### src/rtl/ostmr_pkg.sv
package ostmr_pkg;
  localparam int unsigned DATA_W = 32;
  localparam int unsigned CTRL_W = 2;
  localparam int unsigned EN_BIT = 0;
  localparam int unsigned OS_BIT = 1;

  typedef enum logic [1:0] {
    ADDR_STAMP  = 2'd0,
    ADDR_RELOAD = 2'd1,
    ADDR_STATUS = 2'd2,
    ADDR_SPARE  = 2'd3
  } reg_addr_e;
endpackage

### src/rtl/ostmr_rst_sync.sv
module ostmr_rst_sync #(
  parameter int unsigned STAGES = 2
) (
  input  logic clk,
  input  logic arst_n,
  output logic rst_n_o
);
  logic [STAGES-1:0] sync_q;
  logic [STAGES-1:0] sync_d;

  always_comb begin
    sync_d = {sync_q[STAGES-2:0], 1'b1};
  end

  always_ff @(posedge clk or negedge arst_n) begin
    if (!arst_n) sync_q <= '0;
    else         sync_q <= sync_d;
  end

  assign rst_n_o = sync_q[STAGES-1];
endmodule

### src/rtl/ostmr_stamp.sv
module ostmr_stamp #(
  parameter int unsigned W = 32
) (
  input  logic         clk,
  input  logic         rst_n,
  input  logic         ld_i,
  input  logic [W-1:0] ld_val_i,
  output logic [W-1:0] stamp_o
);
  logic [W-1:0] stamp_q;
  logic [W-1:0] stamp_d;

  always_comb begin
    if (ld_i) stamp_d = ld_val_i;
    else      stamp_d = stamp_q + W'(1);
  end

  always_ff @(posedge clk or negedge rst_n) begin
    if (!rst_n) stamp_q <= '0;
    else        stamp_q <= stamp_d;
  end

  assign stamp_o = stamp_q;

  assert_stamp_step_R2: assert property (@(posedge clk) disable iff (!rst_n)
    !ld_i |=> stamp_o == $past(stamp_o) + W'(1));
endmodule

### src/rtl/ostmr_down.sv
module ostmr_down #(
  parameter int unsigned W  = 32,
  parameter int unsigned CW = 2
) (
  input  logic         clk,
  input  logic         rst_n,
  input  logic         wr_i,
  input  logic [W-1:0] wdata_i,
  output logic [W-1:0] cfg_o,
  output logic         expire_o
);
  import ostmr_pkg::*;

  localparam logic [W-1:0] VAL_MASK = {{(W-CW){1'b1}}, {CW{1'b0}}};

  logic [W-1:0] cfg_q, cfg_d;
  logic [W-1:0] cnt_q, cnt_d;
  logic [W-1:0] reload_full;
  logic         cfg_ce, cnt_ce;
  logic         en, one_shot, expire;

  assign reload_full = cfg_q & VAL_MASK;
  assign en          = cfg_q[EN_BIT];
  assign one_shot    = cfg_q[OS_BIT];

  always_comb begin
    cfg_d  = cfg_q;
    cnt_d  = cnt_q;
    cfg_ce = 1'b0;
    cnt_ce = 1'b0;
    expire = 1'b0;
    if (wr_i) begin
      cfg_ce = 1'b1;
      cnt_ce = 1'b1;
      cfg_d  = wdata_i;
      cnt_d  = wdata_i & VAL_MASK;
    end else if (en && (cnt_q != '0)) begin
      cnt_ce = 1'b1;
      if (cnt_q == W'(1)) begin
        expire = 1'b1;
        if (one_shot) begin
          cnt_d         = '0;
          cfg_ce        = 1'b1;
          cfg_d[EN_BIT] = 1'b0;
        end else begin
          cnt_d = reload_full;
        end
      end else begin
        cnt_d = cnt_q - W'(1);
      end
    end
  end

  always_ff @(posedge clk or negedge rst_n) begin
    if (!rst_n) begin
      cfg_q <= '0;
      cnt_q <= '0;
    end else begin
      if (cfg_ce) cfg_q <= cfg_d;
      if (cnt_ce) cnt_q <= cnt_d;
    end
  end

  assign cfg_o    = cfg_q;
  assign expire_o = expire;

  assert_hold_when_off_R7: assert property (@(posedge clk) disable iff (!rst_n)
    (!wr_i && !en) |=> $stable(cnt_q));

  assert_oneshot_stops_R6: assert property (@(posedge clk) disable iff (!rst_n)
    (expire_o && one_shot) |=> (!cfg_q[EN_BIT] && cnt_q == '0));

  assert_periodic_reload_R5: assert property (@(posedge clk) disable iff (!rst_n)
    (expire_o && !one_shot) |=> cnt_q == $past(reload_full));

  assert_zero_silent_R10: assert property (@(posedge clk) disable iff (!rst_n)
    (cnt_q == '0) |-> !expire_o);
endmodule

### src/rtl/os_timer.sv
module os_timer #(
  parameter int unsigned DATA_W      = ostmr_pkg::DATA_W,
  parameter int unsigned CTRL_W      = ostmr_pkg::CTRL_W,
  parameter int unsigned SYNC_STAGES = 2
) (
  input  logic              clk,
  input  logic              rst_n,
  input  logic              bus_wr,
  input  logic [1:0]        bus_addr,
  input  logic [DATA_W-1:0] bus_wdata,
  output logic [DATA_W-1:0] bus_rdata,
  output logic              pend_o,
  output logic              irq_o
);
  import ostmr_pkg::*;

  logic              rst_int_n;
  logic [DATA_W-1:0] stamp, cfg;
  logic              expire;
  logic              wr_stamp, wr_reload, wr_status;
  logic              pend_q, pend_d, pend_ce;
  reg_addr_e         addr;

  assign addr      = reg_addr_e'(bus_addr);
  assign wr_stamp  = bus_wr && (addr == ADDR_STAMP);
  assign wr_reload = bus_wr && (addr == ADDR_RELOAD);
  assign wr_status = bus_wr && (addr == ADDR_STATUS);

  ostmr_rst_sync #(.STAGES(SYNC_STAGES)) u_rst (
    .clk     (clk),
    .arst_n  (rst_n),
    .rst_n_o (rst_int_n)
  );

  ostmr_stamp #(.W(DATA_W)) u_stamp (
    .clk      (clk),
    .rst_n    (rst_int_n),
    .ld_i     (wr_stamp),
    .ld_val_i (bus_wdata),
    .stamp_o  (stamp)
  );

  ostmr_down #(.W(DATA_W), .CW(CTRL_W)) u_down (
    .clk      (clk),
    .rst_n    (rst_int_n),
    .wr_i     (wr_reload),
    .wdata_i  (bus_wdata),
    .cfg_o    (cfg),
    .expire_o (expire)
  );

  always_comb begin
    pend_ce = 1'b0;
    pend_d  = pend_q;
    if (expire) begin
      pend_ce = 1'b1;
      pend_d  = 1'b1;
    end else if (wr_status && bus_wdata[0]) begin
      pend_ce = 1'b1;
      pend_d  = 1'b0;
    end
  end

  always_ff @(posedge clk or negedge rst_int_n) begin
    if (!rst_int_n)   pend_q <= 1'b0;
    else if (pend_ce) pend_q <= pend_d;
  end

  always_comb begin
    case (addr)
      ADDR_STAMP:  bus_rdata = stamp;
      ADDR_RELOAD: bus_rdata = cfg;
      ADDR_STATUS: bus_rdata = {{(DATA_W-1){1'b0}}, pend_q};
      default:     bus_rdata = '0;
    endcase
  end

  assign pend_o = pend_q;
  assign irq_o  = pend_q;

  assert_pend_cause_R8: assert property (@(posedge clk) disable iff (!rst_int_n)
    $rose(pend_q) |-> $past(expire));

  assert_pend_clear_R8: assert property (@(posedge clk) disable iff (!rst_int_n)
    (wr_status && bus_wdata[0] && !expire) |=> !pend_q);

  assert_pend_hold_R8: assert property (@(posedge clk) disable iff (!rst_int_n)
    (!expire && !wr_status) |=> $stable(pend_q));
endmodule

### config.mk
export PLATFORM = sky130hd
export DESIGN_NAME = os_timer
export DESIGN_NICKNAME = d
export VERILOG_FILES = /design/src/rtl/ostmr_pkg.sv /design/src/rtl/ostmr_rst_sync.sv /design/src/rtl/ostmr_stamp.sv /design/src/rtl/ostmr_down.sv /design/src/rtl/os_timer.sv
export SDC_FILE = /design/constraint.sdc
export NUM_CORES = 1
export LEC_CHECK = 0
export BUFFER_PORTS_ARGS = -buffer_cell sky130_fd_sc_hd__buf_2
export CAP_MARGIN = 15
export CORE_ASPECT_RATIO = 1.25
export CORE_MARGIN = 5
export CORE_UTILIZATION = 55
export CTS_BUF_LIST = sky130_fd_sc_hd__clkbuf_8
export CTS_CLUSTER_DIAMETER = 120
export DETAILED_ROUTE_END_ITERATION = 12
export PLACE_DENSITY_LB_ADDON = 0.1
export SLEW_MARGIN = 25
export SYNTH_ARGS = -nofsm -noshare
export SYNTH_HDL_FRONTEND = slang
export SYNTH_HIERARCHICAL = 1
export SYNTH_SLANG_ARGS = --single-unit
### constraint.sdc
create_clock -name clk -period 3.85 [get_ports clk]
set_input_delay 0.5775 -clock clk [delete_from_list [all_inputs] [get_ports clk]]
set_output_delay 0.5775 -clock clk [all_outputs]
set_load 0.02 [all_outputs]
==> summary.md, run 1 <==
| Metric | Value |
|---|---|
| LEAKAGE | `2.88 nW` |
| DR pass1 iterations | `5` |
| GR Overflow Total | `0` |
| Max Fclk | `328 MHz` |
| Largest family of logic cells by synthesized area | `simple AND/OR/NAND/NOR gates` |
| Port bufs | `70` |
| Root buf cell | `clkbuf_8` |
| Flop2flop setup slack | `0.80 ns` |
| VDD IR max | `317 µV` |
| TritonCTS clock tree | `yes` |
| Clk pin slew, worst setup/hold paths | `0.10 ns` |
| Hpwl dp | `12800 µm` |
| Crit. End Element | `flip-flop` |
| Initial antenna violation count | `0` |
| Crit-path slowest cell | `o31ai_4` |
| Crit Path Class | `flip-flop to flip-flop` |
| Ports | `71` |
| Total Power | `3.52 mW` |
| Ys Warns | `6` |
| Most frequent cells in the layout | `dfrtp_1 (98), nor2_1 (81), buf_2 (70)` |
| Synth Area in Compound Gates | `0.199` |
| Pre-CTS WS | `0.636 ns` |
| Type of origin of the critical path | `flip-flop` |
| Fill cells | `928` |
| Post-synthesis cell area | `0.00613 mm²` |
| Syn_area_per_cell | `9.05 µm²` |
| Post-synth ARST share | `1.00` |
| Final setup skew | `0.0125 ns` |
| Worst Slack Setup Final | `0.802 ns` |
| Gr usage total | `0.266` |
| Worst-path maximum fanout | `17` |
| Vias in the first global route | `5324` |
| Row count | `43` |
| Setup violators final | `0` |
| Post-synth EDFFs | `0` |
| Worst slew pin tran | `0.845 ns` |
| Post-CTS sizing | `0` |
| Worst-path cell chain | `or4_4, or4_4, o31ai_4, buf_6, nor2_1, a221oi_1, o21ai_0` |
| Final hold vios | `0` |
| Post-synthesis mux area share | `0.0853` |
| Share of cells above drive strength 1 | `0.187` |
| First-pass GRT wire length | `28600 µm` |
| Later-pin clock latency in the skew report | `0.37 ns` |
| CTS Buffer Depth | `2` |
| Pwr dens | `516 mW/mm²` |
| Post-synth top flop | `dfrtp_1` |
| Max_cap viols | `0` |
| Die H | `128 µm` |
| Yosys reg bits | `99` |
| Core area | `0.0110 mm²` |
| WL final | `17500 µm` |
| Pin count of the biggest net entering global routing | `53` |
| Vias after detailed routing | `5621` |
| Nets | `768` |
| Layout area overhead | `11.2%` |
| Die area | `0.0134 mm²` |
| Post-Synthesis Cells | `677` |
| Tcrit/Tclk final | `0.792` |
| RSZ-0062 raised after global routing | `no` |
| Starting DRT DRC Count | `465` |
| Cell variety after synth | `61` |
| Adder-cell share of the synthesized area | `0.00816` |
| Finished Core Util | `0.618` |
| Status | `finished, final reports clean` |
| Post-cts hold buffer count | `1` |
| Crit-path most repeated cell | `or4_4` |
| DRC | `0` |
| Max Slew Vio Count | `0` |
| H-Tree Depth | `3` |
| Reg2reg path depth | `7` |
| Sequential share of the synthesized area | `0.404` |
| Max_slew headroom | `0.436` |
| Initial core utilization | `0.556` |
| Vias per inst | `6.48` |
| Syn nets | `718` |
| Clock tree sinks | `99` |
| Worst Path Required | `4.09 ns` |
| XOR/XNOR Fraction of Synth Area | `0.0214` |
| Routed len/inst | `20.2 µm` |
| Final RePlAce weighted congestion | `0.920` |
| Simple-gate share of the synthesized area | `0.224` |
| Most common cell after layout, fill and taps aside | `dfrtp_1` |
| Routed Antenna Nets | `0` |
| N_diodes | `0` |
| Setup bufs post-CTS | `0` |
| Die W | `104 µm` |
| CTS Buf Count | `9` |
| Crit path DAT | `3.29 ns` |
| Period minus WS final | `3.05 ns` |
| Max stage delay on crit path | `0.63 ns` |
| Setup tns final | `0 ns` |
| Min-delay worst type | `flip-flop to async pin` |
## kinds of logic (layout without fill, tap and decap cells)
family | after synthesis | after routing
AND/OR/NAND/NOR | 262 | 262
AO/OA/AOI/OAI | 180 | 180
flip-flops | 99 | 99
buffers and inverters | 66 | 121
multiplexers | 50 | 50
XOR/XNOR | 15 | 15
adder cells (fa/ha/maj) | 4 | 4
other | 1 | 1
## critical path, delay by kind of cell (launching register included)
family / cells / cell delay, ns
buffers and inverters: 1 / 0.26
and+or+nand+nor: 3 / 1.22
AOI/OAI and AO/OA: 3 / 0.98
DFF: 1 / 0.45
## layer usage
layer	GRT usage	up-vias	routed length, µm
li1	-	2624	-
met1	0.397	2742	8030
met2	0.397	227	7930
met3	0.0463	28	1200
met4	0.0755	0	343
met5	0	-	0
## Yosys cell counts, types with 6 or more instances
cell type,n,share of area
dfrtp_1,99,0.40
nor2_1,81,0.050
o21ai_0,58,0.047
nand2_1,44,0.027
mux2i_1,32,0.052
clkbuf_1,25,0.015
nand3_1,24,0.020
a21oi_1,22,0.018
inv_1,19,0.012
mux2_2,18,0.033
nor3_1,18,0.015
or4_1,17,0.021
nor4_1,16,0.016
a31oi_1,15,0.015
o31ai_1,14,0.017
and2_1,11,0.011
nand4_1,11,0.011
a21o_1,10,0.012
buf_2,10,0.0082
and3_1,9,0.0092
or3_1,9,0.0092
xnor2_1,9,0.013
and4_1,7,0.010
o211ai_1,7,0.0086
o2bb2ai_1,6,0.0086
xor2_1,6,0.0086
## state kept, by name, indices dropped and copies added (netlist names)
name,flops
u_stamp/stamp_o,32
u_down/cnt_q,32
u_rst/sync_q,2
irq_o,1
u_down/cfg_o,32
## path summary, 6_finish.rpt
kind / startpoint / to
worst max-delay path: u_down/cnt_q[4]$_DFFE_PN0N_ / u_down/cnt_q[31]$_DFFE_PN0N_
worst min-delay path: u_rst/sync_q[1]$_DFF_PN0_ / u_stamp/stamp_o[15]$_DFF_PN0_
worst max register to register: u_down/cnt_q[4]$_DFFE_PN0N_ / u_down/cnt_q[31]$_DFFE_PN0N_
worst min register to register: u_rst/sync_q[1]$_DFF_PN0_ / u_stamp/stamp_o[15]$_DFF_PN0_
max in group asynchronous: u_rst/sync_q[1]$_DFF_PN0_ / u_down/cfg_o[19]$_DFFE_PN0P_
min in group clk: u_rst/sync_q[0]$_DFF_PN0_ / u_rst/sync_q[1]$_DFF_PN0_
## report_power, final
part           leakage [nW]  switching [mW]  internal [mW]
logic                  1.55           0.567          0.399
registers              1.19           0.324           1.28
clock network         0.143           0.382          0.563
## area by class of cell
cell class | instances | area [µm²] | share of cell area
multi-input combinational | 512 | 3310 | 0.485
sequential | 99 | 2480 | 0.364
timing repair buffer | 86 | 497 | 0.0729
tap | 135 | 169 | 0.0248
clock inverter | 7 | 164 | 0.0241
clock buffer | 9 | 124 | 0.0182
inverter | 19 | 71.3 | 0.0105
## through the flow
| step | hold slack, ns | instance area, µm² | cells |
|---|---|---|---|
| 2_1_floorplan | 0.282 | 6130 | 677 |
| 3_5_place_dp | 0.300 | 6500 | 849 |
| 4_1_cts | 0.308 | 6800 | 866 |
| 5_1_grt | 0.330 | 6810 | 867 |
| 6_report | 0.296 | 6810 | 867 |
| 3_3_place_gp | 0.341 | 6480 | 848 |
No activity file was read; power rests on OpenSTA's default activity.
==> run 2: changes to the inputs <==
==> constraint.sdc (replaced) <==
create_clock -name clk -period 2.4 [get_ports clk]
set_input_delay 0.36 -clock clk [delete_from_list [all_inputs] [get_ports clk]]
set_output_delay 0.36 -clock clk [all_outputs]
set_load 0.02 [all_outputs]
==> summary.md, run 2 (synthesis gave the netlist of run 1 again) <==
| Metric | Value |
|---|---|
| Status | `finished with violations` |
| Reg2reg path depth | `6` |
| DR pass1 iterations | `5` |
| LEAKAGE | `3.35 nW` |
| Worst Slack Setup Final | `-0.152 ns` |
| Period minus WS final | `2.55 ns` |
| Die H | `128 µm` |
| Sw frac | `0.392` |
| Root buf cell | `clkbuf_8` |
| H-Tree Depth | `3` |
| Seq pwr share | `0.425` |
| Later-pin clock latency in the skew report | `0.38 ns` |
| Worst Hold Path Cells | `3` |
| Combinational group share of total power | `0.363` |
| Hold endpoint | `u_stamp/stamp_o[10]$_DFF_PN0_` |
| Finished Core Util | `0.709` |
| P_int | `3.63 mW` |
| Ports | `71` |
| Nets | `848` |
| Type of origin of the critical path | `flip-flop` |
| Die area | `0.0134 mm²` |
| Crit path DAT | `2.82 ns` |
| Crit-path most repeated cell | `or4_4` |
| First-pass GRT wire length | `31100 µm` |
| Cell family with most CP delay | `simple AND/OR/NAND/NOR gates` |
| Routed Antenna Nets | `0` |
| Worst-path maximum fanout | `7` |
| Hold_ws | `0.212 ns` |
| Flop2flop setup slack | `-0.15 ns` |
| Setup violators final | `29` |
| Crit-path slowest cell | `or4_4` |
| Vias after detailed routing | `6053` |
| Die W | `104 µm` |
| Clock tree sinks | `99` |
| Pwr dens | `764 mW/mm²` |
| Initial antenna violation count | `0` |
| Most common cell after layout, fill and taps aside | `dfrtp_1` |
| Final RePlAce weighted congestion | `0.939` |
| Clk pin slew, worst setup/hold paths | `0.10 ns` |
| VDD IR max | `526 µV` |
| CP Buf/Inv Count | `1` |
| Port bufs | `70` |
| Crit. End Element | `flip-flop` |
| Initial core utilization | `0.556` |
| Most frequent cells in the layout | `dfrtp_1 (98), nor2_1 (76), buf_2 (70)` |
| Worst-path cell chain | `or4_4, or4_4, o31ai_4, buf_4, a21oi_1, o32ai_1` |
| GR Overflow Total | `0` |
| Crit Path Class | `flip-flop to flip-flop` |
| Failing checks | `negative setup slack` |
| Share of cells above drive strength 1 | `0.329` |
| Pre-CTS WS | `-0.273 ns` |
| Vias per inst | `6.39` |
| Routed len/inst | `21.0 µm` |
| Max_cap viols | `0` |
| CTS Buffer Depth | `2` |
| Net switching power | `2.34 mW` |
| Starting DRT DRC Count | `540` |
| N_diodes | `0` |
| RSZ-0062 raised after global routing | `yes` |
| Worst Path Required | `2.66 ns` |
| WL final | `19900 µm` |
| Hpwl dp | `13600 µm` |
| CTS Buf Count | `9` |
| Gr usage total | `0.288` |
| Clock power share | `0.212` |
| Layout area overhead | `27.5%` |
| Row count | `43` |
| Max stage delay on crit path | `0.57 ns` |
| DRC | `0` |
| Pin count of the biggest net entering global routing | `44` |
| Min-delay worst type | `primary input to flip-flop` |
| Final hold vios | `0` |
| Final setup skew | `0.0139 ns` |
| TritonCTS clock tree | `yes` |
| Tcrit/Tclk final | `1.06` |
| Total Power | `5.97 mW` |
| Core area | `0.0110 mm²` |
| Max Slew Vio Count | `0` |
| Vias in the first global route | `5884` |
| Fill cells | `846` |
| Reg2reg start | `u_down/cnt_q[14]$_DFFE_PN0N_` |
| Worst hold start | `bus_wdata[10]` |
| Max Fclk | `392 MHz` |
| Origin of the worst setup path | `u_down/cnt_q[14]$_DFFE_PN0N_` |
| Reg2reg end | `u_down/cnt_q[15]$_DFFE_PN0N_` |
run 2: cell count changes in the layout (fill, tap and decap cells not counted), sizes merged:
cell | before | now
buf | 85 | 165
bufinv | 5 | 2
clkinv | 2 | 1
clkbuf | 9 | 10
inv | 19 | 22
run 2: cell type report:
cell class	instances	area, µm²	share of cell area
multi-input cells	512	3600	0.461
flip-flops and latches	99	2480	0.317
repair buffers	166	1260	0.161
well taps	135	169	0.0216
clock buffers	10	138	0.0176
clock inverters	6	93.8	0.0120
inverters	19	71.3	0.00913
run 2: what timing repair did:
| action | 4_1_cts | 5_1_grt |
|---|---|---|
| cloned | 4 | 0 |
| gates resized for setup | 53 | 49 |
| hold endpoints to repair | 2 | 0 |
| pin swaps | 23 | 33 |
| setup buffers | 9 | 14 |
| hold buffers | 1 | 0 |
| endpoints found under the setup margin | 34 | 33 |
run 2: worst max path at each step:
stage / slack [ns] / cells after the start / to
finish: -0.15 / 6 / u_down/cnt_q[15]$_DFFE_PN0N_
global placement: -0.18 / 9 / u_down/cnt_q[26]$_DFFE_PN0N_
global route: -0.19 / 6 / u_down/cnt_q[19]$_DFFE_PN0N_
floorplan: -0.06 / 7 / u_down/cnt_q[19]$_DFFE_PN0N_
CTS: -0.14 / 8 / u_down/cnt_q[16]$_DFFE_PN0N_
detailed placement: -0.27 / 7 / u_down/cnt_q[6]$_DFFE_PN0N_
run 2: through the flow:
| stage | cell area (µm²) | std cells | setup TNS, ns |
|---|---|---|---|
| floorplan | 6140 | 677 | -0.250 |
| global placement | 6950 | 904 | -2.69 |
| detailed placement | 6950 | 904 | -4.81 |
| CTS | 7550 | 934 | -2.67 |
| global route | 7820 | 947 | -3.92 |
| finish | 7820 | 947 | -2.41 |
run 2: worst min-delay path: cells and delay by family:
family | cells | cell delay (ns)
AOI/OAI and AO/OA | 1 | 0.06
buffers and inverters | 1 | 0.10
and+or+nand+nor | 1 | 0.05
run 2: layer usage:
| metal | track usage | vias to the layer above | part of all wire |
|---|---|---|---|
| met1 | 0.409 | 2954 | 0.44 |
| met3 | 0.0574 | 42 | 0.076 |
| li1 | - | 2783 | - |
| met2 | 0.445 | 274 | 0.46 |
| met5 | 0 | - | 0 |
| met4 | 0.0915 | 0 | 0.022 |
run 2: power groups by stage:
stage               combinational [mW]  clock (mW)  sequential [mW]
floorplan                         1.18           0             2.44
global placement                  1.81           0             2.51
detailed placement                1.86           0             2.54
CTS                               2.02        1.29             2.51
global route                      2.34        1.35             2.60
finish                            2.16        1.27             2.54
